==> src/rtl/ufidx_pkg.sv <==
package ufidx_pkg;
  localparam int unsigned IDX_W_DEF  = 14;
  localparam int unsigned SUB_W_DEF  = 3;
  localparam int unsigned DATA_W_DEF = 32;

  typedef enum logic [1:0] {
    UPD_HOLD = 2'd0,
    UPD_TICK = 2'd1,
    UPD_LOAD = 2'd2
  } upd_kind_e;
endpackage

==> src/rtl/ufidx_wr_gate.sv <==
module ufidx_wr_gate #(
  parameter int unsigned DATA_W = 32,
  parameter int unsigned SUB_W  = 3,
  localparam int unsigned BE_W  = DATA_W / 8
) (
  input  logic              wr_en,
  input  logic              halted,
  input  logic [BE_W-1:0]   wr_be,
  input  logic [DATA_W-1:0] wr_data,
  output logic              wr_acc,
  output logic              warn_nxt
);
  logic full_word;
  logic [SUB_W-1:0] low_bits;

  assign full_word = &wr_be;
  assign wr_acc    = wr_en & halted & full_word;
  assign low_bits  = wr_data[SUB_W-1:0];
  assign warn_nxt  = wr_acc & ((low_bits == '0) | (low_bits == '1));
endmodule

==> src/rtl/ufidx_counter.sv <==
module ufidx_counter
  import ufidx_pkg::*;
#(
  parameter int unsigned IDX_W = 14,
  parameter int unsigned SUB_W = 3
) (
  input  logic             clk,
  input  logic             rst,
  input  logic             uf_tick,
  input  logic             wr_acc,
  input  logic [IDX_W-1:0] wr_val,
  output logic [IDX_W-1:0] idx_q,
  output logic             sub_roll
);
  upd_kind_e kind;

  always_comb begin
    if (wr_acc)       kind = UPD_LOAD;
    else if (uf_tick) kind = UPD_TICK;
    else              kind = UPD_HOLD;
  end

  assign sub_roll = (kind == UPD_TICK) && (idx_q[SUB_W-1:0] == '0);

  always_ff @(posedge clk) begin
    if (rst) begin
      idx_q <= '0;
    end else begin
      unique case (kind)
        UPD_LOAD: idx_q <= wr_val;
        UPD_TICK: idx_q <= idx_q + 1'b1;
        default:  idx_q <= idx_q;
      endcase
    end
  end
endmodule

==> src/rtl/sof_shadow.sv <==
module sof_shadow #(
  parameter int unsigned SHD_W = 11
) (
  input  logic             clk,
  input  logic             rst,
  input  logic             load,
  input  logic [SHD_W-1:0] load_val,
  input  logic             step,
  output logic [SHD_W-1:0] shd_q
);
  always_ff @(posedge clk) begin
    if (rst)       shd_q <= '0;
    else if (load) shd_q <= load_val;
    else if (step) shd_q <= shd_q + 1'b1;
  end
endmodule

==> src/rtl/ufidx_sof_regs.sv <==
module ufidx_sof_regs
  import ufidx_pkg::*;
#(
  parameter int unsigned IDX_W  = IDX_W_DEF,
  parameter int unsigned SUB_W  = SUB_W_DEF,
  parameter int unsigned DATA_W = DATA_W_DEF,
  localparam int unsigned BE_W  = DATA_W / 8,
  localparam int unsigned SHD_W = IDX_W - SUB_W,
  localparam int unsigned FL_W  = IDX_W - 1 - SUB_W
) (
  input  logic              clk,
  input  logic              rst,
  input  logic              uf_tick,
  input  logic              halted,
  input  logic              wr_en,
  input  logic [BE_W-1:0]   wr_be,
  input  logic [DATA_W-1:0] wr_data,
  output logic [DATA_W-1:0] rd_data,
  output logic [FL_W-1:0]   fl_index,
  output logic [SHD_W-1:0]  sof_frame,
  output logic              wr_warn
);
  logic             wr_acc;
  logic             warn_nxt;
  logic             sub_roll;
  logic [IDX_W-1:0] idx_q;

  ufidx_wr_gate #(.DATA_W(DATA_W), .SUB_W(SUB_W)) u_gate (
    .wr_en    (wr_en),
    .halted   (halted),
    .wr_be    (wr_be),
    .wr_data  (wr_data),
    .wr_acc   (wr_acc),
    .warn_nxt (warn_nxt)
  );

  ufidx_counter #(.IDX_W(IDX_W), .SUB_W(SUB_W)) u_cnt (
    .clk      (clk),
    .rst      (rst),
    .uf_tick  (uf_tick),
    .wr_acc   (wr_acc),
    .wr_val   (wr_data[IDX_W-1:0]),
    .idx_q    (idx_q),
    .sub_roll (sub_roll)
  );

  sof_shadow #(.SHD_W(SHD_W)) u_shd (
    .clk      (clk),
    .rst      (rst),
    .load     (wr_acc),
    .load_val (wr_data[IDX_W-1:SUB_W]),
    .step     (sub_roll),
    .shd_q    (sof_frame)
  );

  always_ff @(posedge clk) begin
    if (rst) wr_warn <= 1'b0;
    else     wr_warn <= warn_nxt;
  end

  assign rd_data  = {{(DATA_W-IDX_W){1'b0}}, idx_q};
  assign fl_index = idx_q[IDX_W-2:SUB_W];
endmodule

==> config.mk <==
export PLATFORM = sky130hd
export DESIGN_NAME = ufidx_sof_regs
export DESIGN_NICKNAME = d
export VERILOG_FILES = /design/src/rtl/ufidx_pkg.sv /design/src/rtl/ufidx_wr_gate.sv /design/src/rtl/ufidx_counter.sv /design/src/rtl/sof_shadow.sv /design/src/rtl/ufidx_sof_regs.sv
export SDC_FILE = /design/constraint.sdc
export NUM_CORES = 1
export LEC_CHECK = 0
export ABC_AREA = 0
export BUFFER_PORTS_ARGS = -buffer_cell sky130_fd_sc_hd__buf_2
export CORE_ASPECT_RATIO = 0.7
export CORE_MARGIN = 3
export CORE_UTILIZATION = 38
export CTS_CLUSTER_DIAMETER = 80
export DETAILED_ROUTE_END_ITERATION = 16
export PLACE_DENSITY = 0.84
export SYNTH_ARGS = -nofsm -noshare
export SYNTH_HDL_FRONTEND = slang
export SYNTH_SLANG_ARGS = --single-unit
==> constraint.sdc <==
create_clock -name clk -period 4.55 [get_ports clk]
set_clock_uncertainty 0.2 [all_clocks]
set_input_delay 1.1375 -clock clk [delete_from_list [all_inputs] [get_ports clk]]
set_output_delay 1.1375 -clock clk [all_outputs]
set_load 0.01 [all_outputs]
==> summary.md <==
| Metric | Value |
|---|---|
| Status | finished clean |
| Max IR drop VDD | about 110 uV |
| Worst Setup EP | u_cnt.idx_q[13] |
| Count leader, synth | buf_4 |
| Post-layout min period | a little over 3 ns |
| Design area | 1770 um^2 |
| Final cell count without fillers | between 200 and 300 |
| Slew headroom | 20.6% |
| Worst EP required | approximately 4.5 ns |
| Reg2reg setup slack | between 2 and 3 ns |
| Hold WC Path Type | flip-flop to flip-flop |
| Post-CTS Setup Bufs | 0 |
| RSZ-0062 raised after global routing | false |
| Initial Utilization | 41.4% |
| Gate Count Post-Synth | 173 |
| Synth Register Bits | 26 |
| Synth area leaders | dfxtp_1 (34%), buf_4 (14%), a21oi_1 (6.9%) |
| Drt wl/cell | roughly 13 um |
| EDFF count, synth | 0 |
| Leak | between 0.0008 and 0.0009 uW |
| Fin util | between 40% and 50% |
| Share of the synthesized area in the top cell type | 34.0% |
| IO Port Bufs | just under 60 |
| Synth Flop Type | dfxtp_1 |
| Max Cap Viol | 0 |
| Number of H-tree levels | 1 |
| Met2 usage | between 20% and 30% |
| CTS tree | yes |
| Row count | 18 |
| DP Area | between 1500 and 2000 um^2 |
| Period utilisation layout | about 67% |
| Avg Cell Area, Syn | ~8.8 um^2 |
| CTS buffer count | 3 |
| Gpl congestion | 0.843 |
| Mean number of vias per cell | 4.94 |
| R2R depth | 6 |
| PwrDens | approximately 280 nW/um^2 |
| R2r startpoint | u_cnt.idx_q[0] |
| Largest area contributor in the netlist | dfxtp_1 |
| Die width | between 80 and 90 um |
| Final Setup Violations | 0 |
| Peak Freq | about 330 MHz |
| Worst skew pair latency | about 0.27 ns |
| Largest net degree at the start of global routing | 35 |
| Placed instance count | ~260 |
| Arr. time, crit path | roughly 3.0 ns |
| Worst Path Max Fanout | 34 |
| Setup_tns | 0 ns |
| Detailed placer's ending HPWL | between 2000 and 3000 um |
| Fraction of registers with async set/reset | 0% |
| # clock sinks | 26 |
| Gr ovfl total | 0 |
| CP Launch Point | wr_be[2] |
| Routed Antenna Nets | 0 |
| Final Hold Viols | 0 |
| Critical setup path kind | primary input to flip-flop |
| Vias in the first global route | 1219 |
| Die H | around 59 um |
| Core ar. | roughly 3700 um^2 |
| DRC viols | 0 |
| First-pass GRT wire length | 5570 um |
| Grt met1 use | between 10% and 20% |
| DRT iter0 DRCs | 52 |
| # IOs | 95 |
| Mapped Area | ~1500 um^2 |
| Gr usage total | 15.1% |
| Antenna violations before repair | 0 |
| Startpoint types | primary input |
| Nets@finish | roughly 260 |
| Gr busiest metal | met2 |
| Count of cell types in the netlist | 32 |
| Layout overhead on the synthesized area | 15.6% |
| Routed WL | 3590 um |
| Syn. warnings | 0 |
| Total Power | 496 uW |
| Met3 GRT Util | under 10% |
| # diodes | 0 |
| Max Slew Vio Count | 0 |
| Clock Tree Root | clkbuf_8 |
| CTS resizes | 0 |
| Worst-path clk slew | 0.09 ns |
| Seq/Total Area, Yosys | approximately 34% |
| Detailed Routing Iterations Pass 1 | 4 |
| Max Buffers Root-to-Sink | 2 |
| FF-to-FF End | u_shd.shd_q[10] |
| Total Die Area | ~4800 um^2 |
| Worst Tran Pin Value | roughly 1.2 ns |
| Hold Buf Count CTS | 0 |
| Crit end category | flip-flop |
| Post-synth top cells | buf_4 (28), dfxtp_1 (26), a21oi_1 (21) |
| Vias | roughly 1300 |
| Layout cells sized above 1 | 31.8% |
==> cell usage in the layout (no fill, tap or decap), types with 2 or more instances in the layout <==
| master | n |
|---|---|
| buf_2 | 58 |
| dfxtp_1 | 26 |
| a21oi_1 | 21 |
| conb_1 | 18 |
| xnor2_1 | 12 |
| o21bai_1 | 11 |
| nand3_1 | 10 |
| xor2_1 | 10 |
| nand2_1 | 5 |
| nor2_1 | 5 |
| inv_1 | 4 |
| a211oi_1 | 4 |
| and4_1 | 3 |
| nor3_1 | 3 |
| ha_1 | 3 |
| clkbuf_8 | 3 |
| and4_2 | 2 |
| mux2i_1 | 2 |
| or3_1 | 2 |
| nor4_1 | 2 |
| and3_1 | 2 |
| nand4_1 | 2 |
==> how the worst min path moves through the flow <==
stage | from | endpoint | slack [ns] | cells after the start
after floorplan | u_cnt.idx_q[13] | u_cnt.idx_q[13] | 0.32 | 2
after global placement | u_cnt.idx_q[13] | u_cnt.idx_q[13] | 0.30 | 2
after detailed placement | u_cnt.idx_q[13] | u_cnt.idx_q[13] | 0.31 | 2
after CTS | u_cnt.idx_q[13] | u_cnt.idx_q[13] | 0.33 | 2
after global routing | u_cnt.idx_q[13] | u_cnt.idx_q[13] | 0.37 | 2
final | u_cnt.idx_q[13] | u_cnt.idx_q[13] | 0.32 | 2
==> stage by stage <==
stage               setup slack (ns)  hold slack [ns]
finish                          1.50            0.322
global route                    1.34            0.367
CTS                             1.55            0.326
detailed placement              1.26            0.313
global placement                1.25            0.295
floorplan                       2.21            0.321
==> flip-flops by register name, indices dropped and copies added (netlist names) <==
signal and flops:
u_cnt.idx_q 14, wr_warn 1, u_shd.shd_q 11
==> where the power goes <==
part	internal, uW	leakage [uW]	switching [uW]
registers	235	0.000211	9.62
clock network	118	0.0000357	72.2
logic	26.3	0.000567	35.4
total	379	0.000814	117
==> final cells by class <==
cell class | instances | area (um^2)
fillers | 377 | 1920
multi-input cells | 124 | 802
flip-flops and latches | 26 | 520
repair buffers | 59 | 298
well taps | 50 | 62.6
clock buffers | 3 | 41.3
clock inverters | 1 | 30.0
inverters | 4 | 15.0
==> critical path: stages <==
cell and delay, ns:
buf_2 0.07, and4_1 0.17, nand3_1 0.81, o21bai_1 0.68, a31oi_1 0.07
==> cell families (layout without fill, tap and decap cells) <==
| logic type | after synthesis | in the layout | share of synthesized area [%] |
|---|---|---|---|
| buffers and inverters | 40 | 67 | 17.7 |
| and+or+nand+nor | 41 | 41 | 16.7 |
| AOI/OAI and AO/OA | 38 | 38 | 15.0 |
| muxes | 2 | 2 | 1.31 |
| xor gates and xnor gates | 22 | 22 | 12.6 |
| DFF | 26 | 26 | 34.0 |
| adders and majority gates | 3 | 3 | 2.45 |
| other | 1 | 18 | 0.245 |
==> per-layer routing <==
metal	part of all wire, %	vias up	wire (um)
li1	-	643	-
met1	44	615	1590
met2	46	57	1640
met3	9.0	4	323
met4	1.1	0	38
met5	0	-	0
Note: power is estimated with default switching activity, not from simulation.
